File: src/rtl/dram_slot_pkg.sv
package dram_slot_pkg;

    localparam int PHASE_W = 4;
    typedef logic [PHASE_W-1:0] phase_t;

    // Frame schedule: the state machine leaves each slot at its last phase.
    localparam phase_t PH_PRE_LAST    = phase_t'(1);
    localparam phase_t PH_VROW        = phase_t'(2);
    localparam phase_t PH_VCOL0       = phase_t'(3);
    localparam phase_t PH_VGAP        = phase_t'(4);
    localparam phase_t PH_VCOL1       = phase_t'(5);
    localparam phase_t PH_VHOLD       = phase_t'(6);
    localparam phase_t PH_MID_LAST    = phase_t'(9);
    localparam phase_t PH_CROW_LAST   = phase_t'(11);
    localparam phase_t PH_CCOL_LAST   = phase_t'(13);

    // Wait window driven on the ready output.
    localparam phase_t PH_WAIT_FIRST  = phase_t'(4);
    localparam phase_t PH_WAIT_LAST   = phase_t'(7);

    // CPU clock = master / 2**CPU_DIV_LOG2.
    localparam int CPU_DIV_LOG2 = 2;

    typedef enum logic [3:0] {
        ST_PRECHARGE,
        ST_VID_ROW,
        ST_VID_COL0,
        ST_VID_GAP,
        ST_VID_COL1,
        ST_VID_HOLD,
        ST_MID_IDLE,
        ST_CPU_ROW,
        ST_CPU_COL
    } slot_e;

endpackage

File: src/rtl/dram_phase_ctr.sv
module dram_phase_ctr #(
    parameter int W = dram_slot_pkg::PHASE_W
) (
    input  logic         clk,
    input  logic         rst,
    output logic [W-1:0] phase,
    output logic         frame_start
);

    logic [W-1:0] phase_q;

    always_ff @(posedge clk) begin
        if (rst) begin
            phase_q <= '0;
        end else begin
            phase_q <= phase_q + 1'b1;
        end
    end

    assign phase       = phase_q;
    assign frame_start = (phase_q == '0);

endmodule

File: src/rtl/dram_slot_fsm.sv
module dram_slot_fsm
    import dram_slot_pkg::*;
(
    input  logic   clk,
    input  logic   rst,
    input  phase_t phase,
    input  logic   cpu_req,
    output slot_e  state,
    output logic   cpu_go
);

    slot_e state_q;
    slot_e state_d;
    logic  go_q;

    // Next-state logic: each slot ends on a fixed phase.
    always_comb begin
        state_d = state_q;
        unique case (state_q)
            ST_PRECHARGE: if (phase == PH_PRE_LAST)  state_d = ST_VID_ROW;
            ST_VID_ROW:   if (phase == PH_VROW)      state_d = ST_VID_COL0;
            ST_VID_COL0:  if (phase == PH_VCOL0)     state_d = ST_VID_GAP;
            ST_VID_GAP:   if (phase == PH_VGAP)      state_d = ST_VID_COL1;
            ST_VID_COL1:  if (phase == PH_VCOL1)     state_d = ST_VID_HOLD;
            ST_VID_HOLD:  if (phase == PH_VHOLD)     state_d = ST_MID_IDLE;
            ST_MID_IDLE:  if (phase == PH_MID_LAST)  state_d = ST_CPU_ROW;
            ST_CPU_ROW:   if (phase == PH_CROW_LAST) state_d = ST_CPU_COL;
            ST_CPU_COL:   if (phase == PH_CCOL_LAST) state_d = ST_PRECHARGE;
            default:                                 state_d = ST_PRECHARGE;
        endcase
    end

    // State register with the CPU grant captured on entry to the column slot.
    always_ff @(posedge clk) begin
        if (rst) begin
            state_q <= ST_PRECHARGE;
            go_q    <= 1'b0;
        end else begin
            state_q <= state_d;
            if (state_q == ST_CPU_ROW && state_d == ST_CPU_COL) begin
                go_q <= cpu_req;
            end
        end
    end

    assign state  = state_q;
    assign cpu_go = go_q;

endmodule

File: src/rtl/dram_strobe_gen.sv
module dram_strobe_gen
    import dram_slot_pkg::*;
(
    input  slot_e  state,
    input  logic   cpu_go,
    input  phase_t phase,
    output logic   ras_n,
    output logic   cas_n,
    output logic   cpu_sel,
    output logic   ready,
    output logic   cpu_clk
);

    // Strobe outputs from the slot state.
    always_comb begin
        ras_n   = 1'b1;
        cas_n   = 1'b1;
        cpu_sel = 1'b0;
        unique case (state)
            ST_PRECHARGE: ;
            ST_VID_ROW:   ras_n = 1'b0;
            ST_VID_COL0:  begin ras_n = 1'b0; cas_n = 1'b0; end
            ST_VID_GAP:   ras_n = 1'b0;
            ST_VID_COL1:  begin ras_n = 1'b0; cas_n = 1'b0; end
            ST_VID_HOLD:  ras_n = 1'b0;
            ST_MID_IDLE:  ;
            ST_CPU_ROW:   begin ras_n = 1'b0; cpu_sel = 1'b1; end
            ST_CPU_COL:   begin ras_n = 1'b0; cpu_sel = 1'b1; cas_n = ~cpu_go; end
            default:      ;
        endcase
    end

    // Wait window and CPU clock follow the phase alone.
    assign ready   = ~((phase >= PH_WAIT_FIRST) && (phase <= PH_WAIT_LAST));
    assign cpu_clk = phase[CPU_DIV_LOG2-1];

endmodule

File: src/rtl/dram_slot_sequencer.sv
module dram_slot_sequencer
    import dram_slot_pkg::*;
(
    input  logic clk,
    input  logic rst,
    input  logic mreq_n,
    input  logic refresh_n,
    output logic ras_n,
    output logic cas_n,
    output logic cpu_sel,
    output logic ready,
    output logic cpu_clk,
    output logic frame_start
);

    phase_t phase;
    slot_e  state;
    logic   cpu_go;
    logic   cpu_req;

    assign cpu_req = ~mreq_n & refresh_n;

    dram_phase_ctr #(.W(PHASE_W)) i_ctr (
        .clk         (clk),
        .rst         (rst),
        .phase       (phase),
        .frame_start (frame_start)
    );

    dram_slot_fsm i_fsm (
        .clk     (clk),
        .rst     (rst),
        .phase   (phase),
        .cpu_req (cpu_req),
        .state   (state),
        .cpu_go  (cpu_go)
    );

    dram_strobe_gen i_gen (
        .state   (state),
        .cpu_go  (cpu_go),
        .phase   (phase),
        .ras_n   (ras_n),
        .cas_n   (cas_n),
        .cpu_sel (cpu_sel),
        .ready   (ready),
        .cpu_clk (cpu_clk)
    );

endmodule

File: config.mk
export PLATFORM = sky130hd
export DESIGN_NAME = dram_slot_sequencer
export DESIGN_NICKNAME = d
export VERILOG_FILES = /design/src/rtl/dram_slot_pkg.sv /design/src/rtl/dram_phase_ctr.sv /design/src/rtl/dram_slot_fsm.sv /design/src/rtl/dram_strobe_gen.sv /design/src/rtl/dram_slot_sequencer.sv
export SDC_FILE = /design/constraint.sdc
export NUM_CORES = 1
export LEC_CHECK = 0
export ABC_AREA = 1
export BUFFER_PORTS_ARGS = -buffer_cell sky130_fd_sc_hd__buf_4
export CORE_UTILIZATION = 48
export CTS_CLUSTER_DIAMETER = 100
export CTS_CLUSTER_SIZE = 25
export DETAILED_ROUTE_END_ITERATION = 10
export PLACE_DENSITY = 0.72
export SYNTH_ARGS = -nofsm -noshare
export SYNTH_HDL_FRONTEND = slang
export SYNTH_SLANG_ARGS = --single-unit
File: constraint.sdc
create_clock -name clk -period 1.1 [get_ports clk]
set_input_delay 0.22 -clock clk [delete_from_list [all_inputs] [get_ports clk]]
set_output_delay 0.22 -clock clk [all_outputs]
set_load 0.02 [all_outputs]
==> metrics.md, run 1 <==
| Metric | Value |
|---|---|
| Err | `[ERROR DPL-0038] Utilization greater than 100%, impossible to legalize` |
| GPL Wtd Cong | `between 0.8 and 0.9` |
| Total CTS buffers | `3` |
| Die width | `approximately 38 µm` |
| Clk root buf | `clkbuf_4` |
| Mapped Cells | `between 100 and 150` |
| CTS sink count | `9` |
| Outcome | `did not finish` |
| Fraction of registers with async set/reset | `0` |
| Worst EP kind | `output port` |
| Detailed placement HPWL | `between 1 and 1.5 mm` |
| Ports | `10` |
| Post-synth net total | `around 110` |
| Hold bufs inserted after CTS | `0` |
| Cell area after synthesis | `~640 µm²` |
| Distinct cells, synth | `20` |
| Most used DFF post-synth | `dfxtp_1` |
| Largest net degree at the start of global routing | `10` |
| Pre-CTS setup slack | `-0.153 ns` |
| # rows | `12` |
| Clock Tree Buf Depth | `2` |
| Initial core utilization | `0.543` |
| CTS H-tree depth | `1` |
| Synth Register Bits | `9` |
| Worst EP post-GRT repair | `ras_n` |
| Register area share after synthesis | `0.283` |
| Placement Cell Area | `926 µm²` |
| Stopped at | `5_1_grt` |
| Avg Cell Area, Syn | `approximately 6.3 µm²` |
| IO Port Bufs | `9` |
| Post-synth EDFFs | `0` |
| Die Y | `38.4 µm` |
| Yosys warns | `0` |
cells by family after synthesis:
logic type / share of synthesized area
and+or+nand+nor: 0.409
buffers and inverters: 0.100
AOI/OAI and AO/OA: 0.128
adders and majority gates: 0.0787
DFF: 0.283
metrics by stage:
step | std cells | utilization
2_1_floorplan | 101 | -
3_3_place_gp | 142 | 0.791
3_5_place_dp | 142 | 0.791
4_1_cts | 156 | 0.939
synth_stat cells, types with 3 or more instances:
cell	count	share of area
o21ai_0	3	0.024
inv_1	12	0.071
nor3_1	4	0.031
nor2_2	3	0.030
nand2_1	23	0.14
a21oi_1	7	0.055
nand2_2	3	0.030
ha_1	4	0.079
nor2_1	13	0.077
inv_2	4	0.024
dfxtp_1	9	0.28
nand3_1	8	0.063
what timing repair did:
action | in CTS
gates resized for setup | 28
cloned | 0
buffers inserted | 10
pin swaps | 5
setup endpoints to repair | 10
==> inputs of run 2 (changes only) <==
- CORE_AREA: unset -> 2 2 63 65
- CORE_UTILIZATION: 48 -> unset
- CTS_CLUSTER_DIAMETER: 100 -> unset
- CTS_CLUSTER_SIZE: 25 -> unset
- DIE_AREA: unset -> 0 0 65 67
- PLACE_DENSITY: 0.72 -> unset
- PLACE_DENSITY_LB_ADDON: unset -> 0.15
- clock period: 1.1 -> 1.4 ns (I/O delays scaled with it)
==> run 2 against run 1 <==
Net effect:
- the flow now finishes, with violations (negative setup slack)
- area after synthesis did not move
- synthesized cell count did not move
==> metrics.md, run 2 <==
| Metric | Value |
|---|---|
| Outcome | `complete, but fails checks` |
| Failing checks | `negative setup slack` |
| Synth Register Bits | `9 (unchanged)` |
| Commonest non-fill, non-tap cell in the layout | `nand2_1` |
| Avg Cell Area, Syn | `6.29 µm² (unchanged)` |
| Post-synth EDFFs | `0 (unchanged)` |
| Max Fclk | `693 MHz` |
| Final ANT Viol Nets | `0` |
| Largest area contributor in the netlist | `dfxtp_1` |
| Cell area after synthesis | `636 µm² (unchanged)` |
| Most frequent cells in the layout | `nand2_1, buf_4, nor2_1` |
| DR iter-0 viols | `35` |
| CTS sink count | `9 (unchanged)` |
| Die width | `65 µm (+69%)` |
| CTS tree | `yes` |
| Post-synth top cells | `nand2_1, nor2_1, inv_1` |
| CTS clk-pin slew, worst paths | `approximately 0.050 ns` |
| Total leakage power | `0.448 nW` |
| Slew Viols, Final | `0` |
| Clock latency on the worst-skew pair | `approximately 0.23 ns` |
| Synth top area share | `0.283 (unchanged)` |
| Most used DFF post-synth | `dfxtp_1` |
| Post-synth net total | `109 (unchanged)` |
| # rows | `22 (+10)` |
| First-pass GRT wire length | `2.96 mm` |
| Critical path required time | `around 1.1 ns` |
| Number of max-cap violations | `0` |
| Detailed placement HPWL | `1.28 mm (-2.9%)` |
| Final setup viols | `3` |
| Die area | `~4400 µm²` |
| Worst setup margin | `-0.0439 ns` |
| Vias | `708` |
| Pre-CTS setup slack | `0.0868 ns (+0.240 ns)` |
| Synth-to-layout area growth | `53.1%` |
| Max VDD drop | `between 0.15 and 0.2 mV` |
| Critical path cell sequence | `inv_4 -> buf_12 -> nor2_4 -> inv_2 -> nand2_1 -> nand2_1 -> buf_6` |
| Worst-Margin Slew | `0.205 ns` |
| Unrepaired setup endpoints after global routing | `yes` |
| Clk root buf | `clkbuf_8` |
| Placement Cell Area | `772 µm² (-17%)` |
| Largest net degree at the start of global routing | `10` |
| CTS H-tree depth | `1 (unchanged)` |
| Total CTS buffers | `3 (unchanged)` |
| GPL Wtd Cong | `0.741 (-9.6%)` |
| Top-count cell post-synth | `nand2_1` |
| Bufs and invs on worst path | `4` |
| CP arrival | `about 1.2 ns` |
| Synth top area cells | `dfxtp_1, nand2_1, ha_1` |
| Max incr delay on CP | `0.34 ns` |
| Worst slew margin | `0.863` |
| Grt ovf | `0` |
| Fraction of registers with async set/reset | `0 (unchanged)` |
| Die Y | `67 µm (+75%)` |
| Final hold vios | `0` |
| Core ar. | `around 3600 µm²` |
| Mapped Cells | `101 (unchanged)` |
| Fin crit period | `1.44 ns` |
| Fin crit share | `1.03` |
| Distinct cells, synth | `20 (unchanged)` |
| Nets | `roughly 140` |
| Yosys warns | `0 (unchanged)` |
| CP startpoint kind | `flip-flop` |
| Crit path top cell by count | `nand2_1` |
| Max Fanout on Critical Path | `4` |
| Layout cells sized above 1 | `0.429` |
| GRT Resource Usage Total | `0.0876` |
| DRT Pass-1 Iters | `4` |
| Cell area power density | `807 nW/µm²` |
| Family with the most delay on the worst path | `buffers and inverters` |
| Hold slack | `between 0.2 and 0.3 ns` |
| Type of the most critical hold path | `in -> reg` |
| Vias per cell | `between 4 and 5` |
| Clk_skew | `approximately 0.00053 ns` |
| DRC violations left | `0` |
| Crit. End Element | `primary output` |
| Finished Cell Area | `about 1000 µm²` |
| Wire per inst | `between 10 and 15 µm` |
| Ports | `10 (unchanged)` |
| Clock Tree Buf Depth | `2 (unchanged)` |
| CP max-delay cell | `dfxtp_2` |
| IO Port Bufs | `9 (unchanged)` |
| Final Power | `just under 0.0008 W` |
| Initial antenna violation count | `0` |
| WL final | `roughly 1.8 mm` |
| Crit Path Class | `reg -> out` |
| Vias in the first global route | `675` |
| Register area share after synthesis | `0.283 (unchanged)` |
| N_diodes | `0` |
| Initial core utilization | `0.176 (-0.366)` |
## run 2: cell counts after synthesis
No cell type changed its count.
## run 2: through the flow
| step | util | instances | setup TNS (ns) |
|---|---|---|---|
| final | 0.270 | 174 | -0.117 |
| after global routing | 0.270 | 174 | -0.399 |
| after CTS | 0.259 | 172 | -0.144 |
| after detailed placement | 0.214 | 158 | 0 |
| after global placement | 0.214 | 158 | 0 |
| after floorplan | - | 101 | 0 |
## run 2: cell type report
type,instances,area (µm²)
inverter,16,62.6
fill,408,2630
clock buffer,4,45.0
timing repair buffer,22,181
multi-input combinational,75,434
tap,48,60.1
sequential,9,190
## run 2: layer usage
layer | share of wire | GRT usage | vias to the layer above
met5 | 0 | 0 | -
met4 | 0.011 | 0.0452 | 0
met3 | 0.030 | 0.0118 | 4
met1 | 0.47 | 0.109 | 317
met2 | 0.49 | 0.147 | 14
li1 | - | - | 373
## run 2: timing repair
item / CTS / global route
pin swaps: 5 / 4
gates resized for setup: 15 / 8
setup buffers: 10 / 2
hold buffers: 0 / 0
endpoints found under the setup margin: 4 / 5
## run 2: final timing paths
| check | startpoint | to | slack (ns) | cells after the start |
|---|---|---|---|---|
| max | i_fsm.state[3] | ras_n | -0.04 | 7 |
| min | rst | i_ctr.phase[0] | 0.28 | 2 |
| max reg2reg | i_ctr.phase[0] | i_fsm.state[0] | 0.16 | 8 |
| min reg2reg | i_ctr.phase[0] | i_ctr.phase[0] | 0.54 | 2 |
## run 2: cell families after synthesis
logic type	Yosys count	synth area share
buffers and inverters	17	0.100
AO/OA/AOI/OAI	14	0.128
AND/OR/NAND/NOR	57	0.409
flip-flops	9	0.283
adder cells (fa/ha/maj)	4	0.0787
## run 2: power breakdown
part / leakage (nW) / switching [W] / internal (W)
clock: 0.0228 / 0.0000994 / 0.000198
combinational: 0.349 / 0.000112 / 0.0000963
sequential: 0.0760 / 0.0000101 / 0.000270
total: 0.448 / 0.000222 / 0.000564
Note: power is estimated with default switching activity, not from simulation.
